==> config.mk <==
export PLATFORM = sky130hd
export DESIGN_NAME = bmx_unit
export DESIGN_NICKNAME = d
export VERILOG_FILES = /design/src/rtl/bmx_pkg.sv /design/src/rtl/bmx_decode.sv /design/src/rtl/bmx_alu.sv /design/src/rtl/bmx_seq.sv /design/src/rtl/bmx_unit.sv
export SDC_FILE = /design/constraint.sdc
export NUM_CORES = 1
export LEC_CHECK = 0
export ABC_AREA = 1
export CAP_MARGIN = 20
export CORE_MARGIN = 2
export CORE_UTILIZATION = 40
export DETAILED_ROUTE_END_ITERATION = 8
export PLACE_DENSITY = 0.65
export SETUP_SLACK_MARGIN = 0.3
export SLEW_MARGIN = 20
export SYNTH_ARGS = -nofsm -noshare
export SYNTH_HDL_FRONTEND = slang
export SYNTH_SLANG_ARGS = --single-unit
==> constraint.sdc <==
create_clock -name clk -period 2.3 [get_ports clk]
set_input_delay 0.69 -clock clk [delete_from_list [all_inputs] [get_ports clk]]
set_output_delay 0.69 -clock clk [all_outputs]
set_load 0.05 [all_outputs]
==> src/rtl/bmx_pkg.sv <==
package bmx_pkg;

   localparam int FL_Z = 0;
   localparam int FL_V = 1;
   localparam int FL_N = 2;

   typedef enum logic [3:0] {
      K_NONE, K_RMB, K_SMB, K_BBR, K_BBS, K_TSB, K_TRB, K_BITM, K_BITI
   } bmx_kind_e;

   function automatic bmx_kind_e bmx_classify(input logic [7:0] op);
      bmx_kind_e k;
      k = K_NONE;
      if (op[3:0] == 4'h7)      k = op[7] ? K_SMB : K_RMB;
      else if (op[3:0] == 4'hF) k = op[7] ? K_BBS : K_BBR;
      else begin
         case (op)
            8'h04, 8'h0C:               k = K_TSB;
            8'h14, 8'h1C:               k = K_TRB;
            8'h24, 8'h2C, 8'h34, 8'h3C: k = K_BITM;
            8'h89:                      k = K_BITI;
            default:                    k = K_NONE;
         endcase
      end
      return k;
   endfunction

   function automatic logic kind_uses_mem(input bmx_kind_e k);
      return (k != K_NONE) && (k != K_BITI);
   endfunction

   function automatic logic kind_writes(input bmx_kind_e k);
      return (k == K_RMB) || (k == K_SMB) || (k == K_TSB) || (k == K_TRB);
   endfunction

   function automatic logic kind_is_bitop(input bmx_kind_e k);
      return (k == K_RMB) || (k == K_SMB) || (k == K_BBR) || (k == K_BBS);
   endfunction

endpackage

==> src/rtl/bmx_decode.sv <==
module bmx_decode
   import bmx_pkg::*;
#(
   parameter int DATA_W = 8
) (
   input  logic [7:0]        opcode,
   output bmx_kind_e         kind,
   output logic [DATA_W-1:0] mask
);
   localparam int IDX_W = 3;

   assign kind = bmx_classify(opcode);

   for (genvar i = 0; i < DATA_W; i++) begin : g_mask
      assign mask[i] = (opcode[6:4] == IDX_W'(i));
   end
endmodule

==> src/rtl/bmx_alu.sv <==
module bmx_alu
   import bmx_pkg::*;
#(
   parameter int DATA_W = 8,
   parameter int ADDR_W = 16
) (
   input  bmx_kind_e         kind,
   input  logic [DATA_W-1:0] mask,
   input  logic [DATA_W-1:0] acc,
   input  logic [DATA_W-1:0] operand,
   input  logic [2:0]        flags_in,
   input  logic [ADDR_W-1:0] pc,
   input  logic [7:0]        disp,
   output logic [DATA_W-1:0] wdata,
   output logic [2:0]        flags,
   output logic              take,
   output logic [ADDR_W-1:0] target
);
   localparam int EXT_W = ADDR_W - 8;

   logic [ADDR_W-1:0] disp_ext;
   logic              none_common;

   if (EXT_W > 0) begin : g_sext
      assign disp_ext = {{EXT_W{disp[7]}}, disp};
   end else begin : g_nosext
      assign disp_ext = disp[ADDR_W-1:0];
   end

   assign target      = pc + disp_ext;
   assign none_common = ~|(acc & operand);

   always_comb begin
      wdata = operand;
      flags = flags_in;
      take  = 1'b0;
      case (kind)
         K_RMB:  wdata = operand & ~mask;
         K_SMB:  wdata = operand | mask;
         K_BBR:  take  = ~|(operand & mask);
         K_BBS:  take  = |(operand & mask);
         K_TSB: begin
            wdata       = operand | acc;
            flags[FL_Z] = none_common;
         end
         K_TRB: begin
            wdata       = operand & ~acc;
            flags[FL_Z] = none_common;
         end
         K_BITM: begin
            flags[FL_Z] = none_common;
            flags[FL_N] = operand[DATA_W-1];
            flags[FL_V] = operand[DATA_W-2];
         end
         K_BITI: flags[FL_Z] = none_common;
         default: ;
      endcase
   end
endmodule

==> src/rtl/bmx_seq.sv <==
module bmx_seq
   import bmx_pkg::*;
#(
   parameter int BITOP_CYCLES = 5
) (
   input  logic      clk,
   input  logic      rst_n,
   input  logic      start,
   input  bmx_kind_e kind_in,
   output bmx_kind_e kind_q,
   output logic      accept,
   output logic      busy,
   output logic      done,
   output logic      rd,
   output logic      wr,
   output logic      exe
);
   localparam int CYC_W = $clog2(BITOP_CYCLES + 1);
   localparam logic [CYC_W-1:0] LAST_WORK = CYC_W'(BITOP_CYCLES - 1);

   typedef enum logic [2:0] {S_IDLE, S_RD, S_EXE, S_WR, S_PAD, S_DONE} st_e;

   st_e              st;
   logic [CYC_W-1:0] cyc;
   logic             pad_done;

   assign busy     = (st != S_IDLE);
   assign accept   = start && !busy;
   assign rd       = (st == S_RD);
   assign exe      = (st == S_EXE);
   assign wr       = (st == S_WR);
   assign done     = (st == S_DONE);
   assign pad_done = (cyc >= LAST_WORK);

   always_ff @(posedge clk) begin
      if (!rst_n) begin
         st     <= S_IDLE;
         cyc    <= '0;
         kind_q <= K_NONE;
      end else begin
         if (busy) cyc <= cyc + 1'b1;
         case (st)
            S_IDLE: if (start) begin
               kind_q <= kind_in;
               cyc    <= CYC_W'(1);
               st     <= kind_uses_mem(kind_in) ? S_RD : S_EXE;
            end
            S_RD:  st <= S_EXE;
            S_EXE: begin
               if (kind_writes(kind_q))        st <= S_WR;
               else if (kind_is_bitop(kind_q)) st <= pad_done ? S_DONE : S_PAD;
               else                            st <= S_DONE;
            end
            S_WR: begin
               if (kind_is_bitop(kind_q) && !pad_done) st <= S_PAD;
               else                                    st <= S_DONE;
            end
            S_PAD:  if (pad_done) st <= S_DONE;
            S_DONE: st <= S_IDLE;
            default: st <= S_IDLE;
         endcase
      end
   end
endmodule

==> src/rtl/bmx_unit.sv <==
module bmx_unit
   import bmx_pkg::*;
#(
   parameter int ADDR_W       = 16,
   parameter int BITOP_CYCLES = 5
) (
   input  logic              clk,
   input  logic              rst_n,
   input  logic              start,
   input  logic [7:0]        opcode,
   input  logic [7:0]        acc,
   input  logic [7:0]        imm,
   input  logic [ADDR_W-1:0] op_addr,
   input  logic [7:0]        disp,
   input  logic [ADDR_W-1:0] pc_in,
   input  logic [2:0]        flags_in,
   output logic              mem_rd,
   output logic              mem_wr,
   output logic [ADDR_W-1:0] mem_addr,
   output logic [7:0]        mem_wdata,
   input  logic [7:0]        mem_rdata,
   output logic              busy,
   output logic              done,
   output logic [2:0]        flags_out,
   output logic              br_taken,
   output logic [ADDR_W-1:0] br_target
);
   localparam int DATA_W = 8;
   localparam int ZP_W   = 8;
   localparam int HI_W   = ADDR_W - ZP_W;

   if (ADDR_W < ZP_W + 1) begin : g_bad_addr
      $error("bmx_unit: ADDR_W must exceed the zero-page width");
   end
   if (BITOP_CYCLES < 4) begin : g_bad_len
      $error("bmx_unit: BITOP_CYCLES must be at least 4");
   end

   bmx_kind_e         kind_in, kind_q, kind_dec;
   logic              accept, exe;
   logic [7:0]        op_q, a_q, imm_q, disp_q;
   logic [ADDR_W-1:0] addr_q, pc_q;
   logic [2:0]        fl_q;
   logic [DATA_W-1:0] mask, operand, alu_wdata;
   logic [2:0]        alu_flags;
   logic              alu_take;
   logic [ADDR_W-1:0] alu_target;

   assign kind_in = bmx_classify(opcode);

   bmx_seq #(.BITOP_CYCLES(BITOP_CYCLES)) u_seq (
      .clk(clk), .rst_n(rst_n), .start(start), .kind_in(kind_in),
      .kind_q(kind_q), .accept(accept), .busy(busy), .done(done),
      .rd(mem_rd), .wr(mem_wr), .exe(exe)
   );

   bmx_decode #(.DATA_W(DATA_W)) u_dec (
      .opcode(op_q), .kind(kind_dec), .mask(mask)
   );

   assign operand = kind_uses_mem(kind_q) ? mem_rdata : imm_q;

   bmx_alu #(.DATA_W(DATA_W), .ADDR_W(ADDR_W)) u_alu (
      .kind(kind_q), .mask(mask), .acc(a_q), .operand(operand),
      .flags_in(fl_q), .pc(pc_q), .disp(disp_q),
      .wdata(alu_wdata), .flags(alu_flags), .take(alu_take), .target(alu_target)
   );

   assign mem_addr = addr_q;

   always_ff @(posedge clk) begin
      if (!rst_n) begin
         op_q      <= '0;
         a_q       <= '0;
         imm_q     <= '0;
         disp_q    <= '0;
         addr_q    <= '0;
         pc_q      <= '0;
         fl_q      <= '0;
         mem_wdata <= '0;
         flags_out <= '0;
         br_taken  <= 1'b0;
         br_target <= '0;
      end else begin
         if (accept) begin
            op_q   <= opcode;
            a_q    <= acc;
            imm_q  <= imm;
            disp_q <= disp;
            pc_q   <= pc_in;
            fl_q   <= flags_in;
            addr_q <= kind_is_bitop(kind_in) ? {{HI_W{1'b0}}, op_addr[ZP_W-1:0]} : op_addr;
         end
         if (exe && (kind_dec == kind_q)) begin
            mem_wdata <= alu_wdata;
            flags_out <= alu_flags;
            br_taken  <= alu_take;
            br_target <= alu_target;
         end
      end
   end
endmodule

# Yosys cells after proc, flatten, opt, wreduce, memory -nomap -nowiden
# Index checks and enable logic that the tools add are counted.
[word_totals] rom_bits=0 wordCells=136 ram_bits=0 out_inout_bits=48 reg_bits=105 input_bits=78 latchBits=0 n_memories=0
[op_classes] mul=0 bitwise=8 n_mux=27 shift=0 addsub=2 n_lt_le_gt_ge=1 n_reduce_logical=33 div=0 n_eq_ne=51
[ops] op="$eq A8 B6 Y1 const B" n=8
[ops] op="$and A8 B8 Y8" n=4
[ops] op="$eq A8 B5 Y1 const B" n=4
[ops] op="$pmux W4 S4" n=2
[ops] op="$pmux W8 S4" n=1
[ops] op="$eq A4 B3 Y1 const B" n=7
[ops] op="$mux W3" n=9
[ops] op="$eq A3 B3 Y1 const B" n=6
[ops] op="$add A16 B16 Y16" n=1
[ops] op="$eq A4 B2 Y1 const B" n=4
[ops] op="$eq A8 B3 Y1 const B" n=2
[ops] op="$eq A8 B4 Y1 const B" n=2
[ops] op="$eq A8 B8 Y1 const B" n=2
[ops] op="$mux W16" n=1
[ops] op="$mux W4" n=4
[ops] op="$not A8 Y8" n=2
[ops] op="$or A8 B8 Y8" n=2
[ops] op="$reduce_or A8 Y1" n=2
[ops] op="$pmux W3 S5" n=1
[ops] op="$eq A3 B2 Y1 const B" n=4
[ops] op="$eq A4 B4 Y1 const B" n=3
[ops] op="$reduce_or A4 Y1" n=3
[ops] op="$eq A4 B1 Y1 const B" n=2
[ops] op="$logic_or A1 B1 Y1" n=8
[ops] op="18 further kinds" n=38

# Longest topological paths before layout
# Gate-level depths: netlist of the first run.
[depth] depth_word=10 mapped_depth=14 ltp_nobuf=14

# Cells and area by module
# From an unflattened synthesis of the first run, not the netlist that was laid out.
[unflattened] cells_unflattened=1013 hier_area_um2=6267.3
[modules_own_cells] module="bmx_unit" seq_area_each_um2=1901.8 cells_each=589 n_inst=1 area_per_inst_um2=4045.1
[modules_own_cells] module="bmx_alu" seq_area_each_um2=0.0 cells_each=300 n_inst=1 area_per_inst_um2=1458.9
[modules_own_cells] module="bmx_seq" seq_area_each_um2=200.2 cells_each=82 n_inst=1 area_per_inst_um2=579.3
[modules_own_cells] module="bmx_decode" seq_area_each_um2=0.0 cells_each=42 n_inst=1 area_per_inst_um2=183.9

# Least setup slack after synthesis of the first run
# OpenSTA, ideal clock, no wires.
[synth_timing] kind="register -> output" from="register u_seq.st[0]" to="output mem_rd" n_path_buf=0 path_slack_ns=0.109 t_required_ns=1.610 t_arrival_ns=1.501 path_stages_with_launch=3 cell_sequence="dfxtp_1 -> inv_1 -> nor3_1"
[synth_via] elab_chain_len=1
[synth_lines] item="start: declaration" line_no="bmx_seq.sv:23" source="st_e st;"
[synth_lines] item="start signal: assignment" line_no="bmx_seq.sv:46" source="st <= kind_uses_mem(kind_in) ? S_RD : S_EXE;"
[synth_lines] item="start signal: assignment" line_no="bmx_seq.sv:51" source="else if (kind_is_bitop(kind_q)) st <= pad_done ? S_DONE : S_PAD;"
[synth_lines] item="$eq A3 B1 Y1" line_no="bmx_seq.sv:29" source="assign rd = (st == S_RD);"
[synth_lines] item="end: declaration" line_no="bmx_unit.sv:17" source="output logic mem_rd,"
# Every way passes these cells.

# Worst setup path in the final report of the first run
[layout_timing] from="register addr_q[9] (netlist: mem_addr[9])" to="output mem_addr[9]"
[layout_rtl] item="start: declaration" line_no="bmx_unit.sv:42" source="logic [ADDR_W-1:0] addr_q, pc_q;"
[layout_rtl] item="start signal: assignment" line_no="bmx_unit.sv:92" source="addr_q <= kind_is_bitop(kind_in) ? {{HI_W{1'b0}}, op_addr[ZP_W-1:0]} : op_addr;"
[layout_rtl] item="end: declaration" line_no="bmx_unit.sv:19" source="output logic [ADDR_W-1:0] mem_addr,"
# No word-level cell between the ends.

==> results of run 1 <==
cells by family after synthesis:
group,count (synthesis),synth area share
AO/OA/AOI/OAI,127,0.124
XOR/XNOR,5,0.00751
adder cells (fa/ha/maj),18,0.0399
buffers and inverters,225,0.151
flip-flops,105,0.361
AND/OR/NAND/NOR,432,0.317
synthesized netlist by cell type (2+ instances only):
cell      instances
xnor2_1           4
buf_6             2
o22ai_1          64
nand3_1          55
nand2_2          11
inv_1           191
nand3b_1          6
a21oi_1          31
clkbuf_1         22
nand2_1         234
nand4_1          21
nor2b_1           2
o21ai_0          27
nor3_1            4
nor2_2            5
inv_2             5
ha_1             17
nor2_1           89
o21a_1            2
dfxtp_1         105
buf_2             3
through the flow:
| stage | hold slack (ns) | area [um^2] | cells | util | power (uW) |
|---|---|---|---|---|---|
| after CTS | 0.467 | 7690 | 1230 | 0.535 | 9070 |
| after detailed placement | 0.454 | 7440 | 1214 | 0.518 | 7660 |
| final | 0.463 | 7750 | 1234 | 0.540 | 9100 |
| after global routing | 0.487 | 7750 | 1234 | 0.540 | 9780 |
| after global placement | 0.453 | 7440 | 1214 | 0.518 | 7650 |
| after floorplan | 0.442 | 5840 | 912 | - | 6130 |
worst max path at each step:
stage,from,end,slack [ns],cells past startpoint
global placement,opcode[7],u_seq.st[0],0.27,10
finish,mem_addr[9],mem_addr[9],0.37,1
floorplan,u_seq.st[1],busy,0.45,3
detailed placement,opcode[7],u_seq.st[0],0.24,10
global route,op_q[1],br_target[15],0.28,11
CTS,u_seq.st[1],mem_wr,0.34,3
cells in the final DEF, fill, tap and decap left out, types with 9 or more instances in the layout:
cell type,netlist,final
ha_1,17,17
dfxtp_1,105,103
nand2_2,11,13
nor2_1,89,87
o22ai_1,64,64
nand4_1,21,21
o21ai_0,27,27
clkdlybuf4s50_1,0,77
nand2_1,234,232
buf_4,1,23
inv_1,191,191
dlygate4sd2_1,0,44
clkbuf_16,0,9
nand3_1,55,54
a21oi_1,31,31
per-layer routing:
metal,up-vias,track usage,part of all wire
met4,0,0.0773,0.019
met2,162,0.289,0.40
met1,2545,0.285,0.50
met3,22,0.0537,0.075
li1,3129,-,-
met5,-,0,0
registers in the layout, summed over array words and instances (netlist names):
register,count
op_q,8
mem_addr,16
a_q,8
flags_out,3
br_taken,1
u_seq.st,3
u_seq.kind_q,4
fl_q,3
pc_q,16
disp_q,8
mem_wdata,8
br_target,16
u_seq.cyc,3
imm_q,8
final cells by class:
type,count,area [um^2],area share
clock buffer,9,225,0.0290
clock inverter,6,68.8,0.00887
inverter,196,738,0.0952
timing repair buffer,151,1470,0.189
tap,184,230,0.0297
multi-input combinational,583,2920,0.376
sequential,105,2110,0.272
power breakdown:
| part | internal, uW | switching, uW | total, uW |
|---|---|---|---|
| Clock | 844 | 707 | 1550 |
| Combinational | 1670 | 3180 | 4850 |
| Sequential | 2380 | 317 | 2700 |
what timing repair did:
action | CTS | global route
setup endpoints to repair | 49 | 24
buffers inserted | 0 | 4
gates cloned | 1 | 0
gates resized for setup | 46 | 10
pin swaps | 1 | 1
==> flow_summary.json, run 1 <==
{
  "synthTopCellsByArea": "dfxtp_1 (36%), nand2_1 (15%), inv_1 (12%)",
  "route.vias.total": 5858,
  "insertion_delay_ns": 0.36,
  "cts_inserted_buffers": 9,
  "avgSynthCellArea_um2": 6.39,
  "initial_core_util": 0.406,
  "drt-initial-drc-count": 465,
  "wl_per_cell_um": 12.7,
  "whs_endpoint": "mem_addr[1]",
  "finalClockSkew_ns": 0.00840,
  "first_pass_iters": 5,
  "dieHeight_um": 125,
  "viasPerCell": 4.75,
  "grt_max_degree": 41,
  "worst_slack_ns": 0.375,
  "hold_start": "mem_addr[1]",
  "reg2reg_from": "disp_q[7]",
  "netlist_area_um2": 5830,
  "clk_path_buf_depth": 2,
  "vdd_drop_max_mv": 1.38,
  "start_kind": "flip-flop",
  "row_count": 44,
  "drive_gt1_frac": 0.0781,
  "yosys.area.top_type": "dfxtp_1",
  "ant_nets": 0,
  "antenna_cells": 0,
  "worstSetupEndpointType": "output pin",
  "synth-main-ff-cell": "dfxtp_1",
  "cts.sinks": 105,
  "die_w_um": 125,
  "setup_violations": 0,
  "relSlewSlack": 0.657,
  "syn2layout_area_growth_pct": 33.0,
  "ys_types": 33,
  "cp.required_ns": 1.61,
  "yosysSeqAreaShare": 0.361,
  "slowest_stage": "dlygate4sd2_1",
  "crit_arrival_ns": 1.24,
  "synth_top_area_frac": 0.361,
  "grt_pass1_vias": 5346,
  "finalCritPeriodShare": 0.837,
  "root_buffer": "clkbuf_16",
  "hold_violations": 0,
  "n_fill_cell": 1459,
  "synth_warnings": 0,
  "rr_endpoint": "br_target[15]",
  "cp_slowest_stage_delay_ns": 0.53,
  "ctsHoldBuffers": 0,
  "status": "finished, final reports clean",
  "gp_congestion": 0.944,
  "clk_pin_slew_ns": 0.07,
  "critPathMaxFanout": 2,
  "synth_cells": 912,
  "synth-edff-count": 0,
  "core_um2": 14400,
  "drc_errors": 0,
  "place.port_buffers": 125,
  "final_nets": 1142,
  "wl_um": 15700,
  "path_cells": "dlygate4sd2_1",
  "min_period_ns": 1.93,
  "place_ws_ns": 0.241,
  "powerDensity_nw_per_um2": 1170,
  "io_pins": 126,
  "worst-r2r-setup-slack_ns": 0.42,
  "worst_pin_slew_ns": 0.516,
  "gr-usage-all-layers": 0.200,
  "slew_viol_final": 0,
  "htree_levels": 3,
  "crit_family": "buffers and inverters",
  "critPathBufInv": 1,
  "grt_pass1_wl_um": 25700,
  "async_flop_share": 0,
  "reg2regPathDepth": 9,
  "min_path_type": "flip-flop to flip-flop",
  "p_leak_uw": 0.00392,
  "hold_depth": 2,
  "antenna_found_initial": 0,
  "rsz0062_at_grt": "yes",
  "fin_setup_tns_ns": 0,
  "cts_tree": "built",
  "syn-num-nets": 1008,
  "max_freq_mhz": 519,
  "hpwl_um": 11900,
  "grt-ovfl-total": 0,
  "maxCapViolCount": 0,
  "synth-seq-cells": 105,
  "die_area_um2": 15600,
  "crit_type": "flip-flop to output pin"
}
Note: power is estimated with default switching activity, not from simulation.
==> run 2: changes to the inputs <==
- clock period: 2.3 -> 2 ns (I/O delays scaled with it)
==> flow_summary.json, run 2 (synthesized netlist as in run 1, its figures left out) <==
{
  "die_area_um2": 15600,
  "layout_commonest_cell": "nand2_1",
  "die_w_um": 125,
  "drive_gt1_frac": 0.244,
  "place_ws_ns": 0.0272,
  "first_pass_iters": 5,
  "io_pins": 126,
  "cts_inserted_buffers": 9,
  "max_freq_mhz": 564,
  "drt-initial-drc-count": 386,
  "cts_tree": "built",
  "maxCapViolCount": 0,
  "path_cells": "inv_2 > nand2_4 > nor2_4 > nand2_1 > nand2_1 > nand3_2 > nor2_4 > nand3_4 > clkbuf_16 > a21oi_4 > nor2_1",
  "switchingPower_uw": 5430,
  "fin_setup_tns_ns": 0,
  "slowest_stage": "dfxtp_2",
  "crit_family": "simple AND/OR/NAND/NOR gates",
  "worstSetupEndpointType": "flip-flop",
  "hpwl_um": 11900,
  "min_period_ns": 1.77,
  "crit_arrival_ns": 2.02,
  "powerDensity_nw_per_um2": 1410,
  "drc_errors": 0,
  "p_leak_uw": 0.00415,
  "antenna_found_initial": 0,
  "n_fill_cell": 1284,
  "pwr-share-seq": 0.266,
  "setup_violations": 0,
  "clk_path_buf_depth": 2,
  "stdcell_area_um2": 8640,
  "hold_violations": 0,
  "grt-ovfl-total": 0,
  "grt_pass1_wl_um": 26800,
  "worst_slack_ns": 0.228,
  "root_buffer": "clkbuf_16",
  "vdd_drop_max_mv": 1.46,
  "finalClockSkew_ns": 0.00532,
  "htree_levels": 3,
  "rsz0062_at_grt": "yes",
  "insertion_delay_ns": 0.36,
  "wl_per_cell_um": 13.8,
  "min_path_type": "flip-flop to flip-flop",
  "gr-usage-all-layers": 0.208,
  "viasPerCell": 4.87,
  "power_switching_share": 0.447,
  "antenna_cells": 0,
  "final_nets": 1172,
  "critPathMaxFanout": 7,
  "place.port_buffers": 125,
  "initial_core_util": 0.406,
  "p_comb_frac": 0.562,
  "slew_viol_final": 0,
  "clkPwrFrac": 0.172,
  "status": "finished, final reports clean",
  "ctsHoldBuffers": 0,
  "core_um2": 14400,
  "grt_pass1_vias": 5550,
  "postPlaceCellArea_um2": 7390,
  "wl_um": 17500,
  "finalCritPeriodShare": 0.886,
  "clk_pin_slew_ns": 0.07,
  "critPathBufInv": 2,
  "route.vias.total": 6163,
  "dieHeight_um": 125,
  "cp_slowest_stage_delay_ns": 0.34,
  "grt_max_degree": 59,
  "relSlewSlack": 0.732,
  "final_cell_mix": "nand2_1 (195), inv_1 (184), dfxtp_1 (88)",
  "crit_type": "flip-flop to flip-flop",
  "intPower_uw": 6730,
  "worst_pin_slew_ns": 0.398,
  "start_kind": "flip-flop",
  "cts.sinks": 105,
  "cp.required_ns": 2.25,
  "row_count": 44,
  "syn2layout_area_growth_pct": 48.2,
  "ant_nets": 0,
  "gp_congestion": 0.919
}
run 2: cell count changes in the layout (fill, tap and decap cells not counted), sizes merged, moves of 2 or more:
cell | before | now
buf | 30 | 101
bufinv | 1 | 3
clkbuf | 9 | 14
clkdlybuf4s50 | 77 | 73
dlygate4sd2 | 44 | 0
dlymetal6s2s | 0 | 4
run 2: worst paths after layout:
| path | slack [ns] | startpoint | depth (start not counted) | to |
|---|---|---|---|---|
| hold / removal | 0.47 | mem_addr[4] | 2 | mem_addr[4] |
| hold reg to reg | 0.47 | mem_addr[4] | 2 | mem_addr[4] |
| setup reg to reg | 0.23 | op_q[4] | 11 | br_target[8] |
| setup / recovery | 0.23 | op_q[4] | 11 | br_target[8] |
run 2: through the flow:
stage                      util  cells  hold slack, ns  power (uW)
after floorplan               -    912           0.442        7060
after global placement    0.514   1218           0.451        8690
after detailed placement  0.514   1218           0.458        8720
after CTS                 0.554   1243           0.470       11200
after global routing      0.601   1265           0.489       12900
final                     0.601   1265           0.468       12200
run 2: power by group through the flow:
stage                     combinational, uW  clock (uW)  sequential [uW]
after CTS                              5900        2130             3170
final                                  6830        2090             3230
after global placement                 5560           0             3140
after global routing                   7420        2200             3310
after floorplan                        2860           0             4190
after detailed placement               5570           0             3160
run 2: worst min-delay path, cell delays in order, from the launching register on:
cell and delay, ns:
dfxtp_1 0.32, inv_1 0.05, o22ai_1 0.06
run 2: layout make-up:
class                      instances  area (um^2)  share of cell area
clock buffer                      10          239              0.0277
sequential                       105         2140               0.248
tap                              184          230              0.0266
multi-input combinational        582         3380               0.391
timing repair buffer             182         1790               0.207
clock inverter                     6          115              0.0133
inverter                         196          748              0.0866
run 2: metal layers:
metal,GRT usage,wire [um],vias to the layer above
met3,0.0567,1350,23
li1,-,-,3202
met5,0,0,-
met4,0.0720,363,0
met2,0.318,7800,169
met1,0.284,7980,2769
run 2: what timing repair did:
item,CTS,global route
endpoints found under the setup margin,18,34
pin swaps,12,43
gates cloned,1,6
resized for setup,41,126
setup buffers,8,16
==> run 3: changes to the inputs <==
- GPL_ROUTABILITY_DRIVEN: default -> 0
==> flow_summary.json, run 3 (synthesized netlist as in run 1, its figures left out) <==
{
  "power_switching_share": 0.458,
  "crit_arrival_ns": 2.00,
  "antenna_cells": 0,
  "worst_slack_ns": 0.250,
  "wl_per_cell_um": 13.3,
  "vdd_drop_max_mv": 1.63,
  "setup_violations": 0,
  "n_fill_cell": 1387,
  "pwr-share-seq": 0.276,
  "drt-initial-drc-count": 336,
  "seqCellArea_um2": 2140,
  "row_count": 44,
  "die_w_um": 125,
  "clkPwrFrac": 0.153,
  "place_ws_ns": 0.0397,
  "drc_errors": 0,
  "cts.sinks": 105,
  "fin_setup_tns_ns": 0,
  "hold_ws_ns": 0.465,
  "ant_nets": 0,
  "grt_pass1_vias": 5466,
  "max_freq_mhz": 571,
  "place.port_buffers": 125,
  "htree_levels": 3,
  "status": "finished, final reports clean",
  "cp.required_ns": 2.25,
  "min_path_type": "flip-flop to flip-flop",
  "rsz0062_at_grt": "yes",
  "intPower_uw": 6340,
  "grt_max_degree": 59,
  "syn2layout_area_growth_pct": 44.5,
  "clk_pin_slew_ns": 0.07,
  "hpwl_um": 11700,
  "grt-ovfl-total": 0,
  "antenna_found_initial": 0,
  "cts_inserted_buffers": 9,
  "relSlewSlack": 0.767,
  "first_pass_iters": 4,
  "hold_depth": 2,
  "multi_input_area_um2": 3290,
  "finalClockSkew_ns": 0.00979,
  "min_period_ns": 1.75,
  "drive_gt1_frac": 0.229,
  "switchingPower_uw": 5350,
  "io_pins": 126,
  "grt_pass1_wl_um": 26700,
  "core_um2": 14400,
  "wl_um": 16800,
  "postPlaceCellArea_um2": 7400,
  "layout_commonest_cell": "nand2_1",
  "finalCoreUtilization": 0.587,
  "cts_tree": "built",
  "crit_type": "flip-flop to flip-flop",
  "final_cell_mix": "nand2_1 (207), inv_1 (185), dfxtp_1 (86)",
  "reg2regPathDepth": 10,
  "root_buffer": "clkbuf_16",
  "insertion_delay_ns": 0.36,
  "final_nets": 1168,
  "p_leak_uw": 0.00402,
  "dieHeight_um": 125,
  "worst-r2r-setup-slack_ns": 0.25,
  "route.vias.total": 6040,
  "p_comb_frac": 0.572,
  "powerDensity_nw_per_um2": 1390,
  "slew_viol_final": 0,
  "worstSetupEndpointType": "flip-flop",
  "maxCapViolCount": 0,
  "worst_pin_slew_ns": 0.347,
  "finalCritPeriodShare": 0.875,
  "initial_core_util": 0.406,
  "clk_path_buf_depth": 2,
  "die_area_um2": 15600,
  "gr-usage-all-layers": 0.208,
  "critPathMaxFanout": 7,
  "stdcell_area_um2": 8430,
  "hold_violations": 0,
  "start_kind": "flip-flop",
  "viasPerCell": 4.79
}
==> run 3: changes by cell type in the layout (fill, tap and decap cells not counted), sizes merged, moves of 3 or more <==
cell | previous run | this run
buf | 101 | 98
clkdlybuf4s50 | 73 | 76
bufinv | 3 | 0
dlymetal6s2s | 4 | 1
==> run 3: worst max-delay path, stage by stage, from the launching register on <==
cell,delay [ns]
dfxtp_4,0.37
inv_6,0.08
nand2_4,0.06
buf_6,0.12
nor2_4,0.11
nand3_2,0.09
nor2_4,0.18
nand3_4,0.22
clkbuf_16,0.25
a21oi_4,0.11
nor2_1,0.05
==> run 3: layout make-up <==
type	instances	area share
timing repair buffer	178	0.203
sequential	105	0.254
multi-input combinational	582	0.391
tap	184	0.0273
inverter	196	0.0891
clock inverter	4	0.00416
clock buffer	12	0.0316
==> run 3: power groups by stage <==
stage / logic [uW] / registers [uW] / clock network, uW
floorplan: 2860 / 4190 / 0
global placement: 5550 / 3150 / 0
detailed placement: 5540 / 3160 / 0
CTS: 5840 / 3190 / 1820
global route: 7290 / 3310 / 1920
finish: 6680 / 3220 / 1790
==> run 3: metal layers <==
metal / share of wire / GRT usage / wire (um)
met1: 0.47 / 0.296 / 7960
met2: 0.45 / 0.311 / 7500
met3: 0.068 / 0.0554 / 1150
met4: 0.012 / 0.0549 / 210
met5: 0 / 0 / 0
==> run 3: what timing repair did <==
item / in CTS / in global routing
buffers inserted: 9 / 9
resized for setup: 43 / 97
pin swaps: 7 / 29
endpoints found under the setup margin: 16 / 35
hold buffers: 0 / 0
gates cloned: 0 / 6
endpoints found under the hold margin: 0 / 0
==> run 3: worst paths after layout <==
check / start / end
worst min register to register: mem_addr[2] / mem_addr[2]
worst max-delay path: u_seq.st[2] / br_target[8]
worst max register to register: u_seq.st[2] / br_target[8]
worst min-delay path: mem_addr[2] / mem_addr[2]
==> run 3: metrics by stage <==
| step | total power, uW | std cells |
|---|---|---|
| final | 11700 | 1261 |
| after global routing | 12500 | 1261 |
| after floorplan | 7060 | 912 |
| after detailed placement | 8700 | 1221 |
| after CTS | 10900 | 1246 |
| after global placement | 8690 | 1221 |
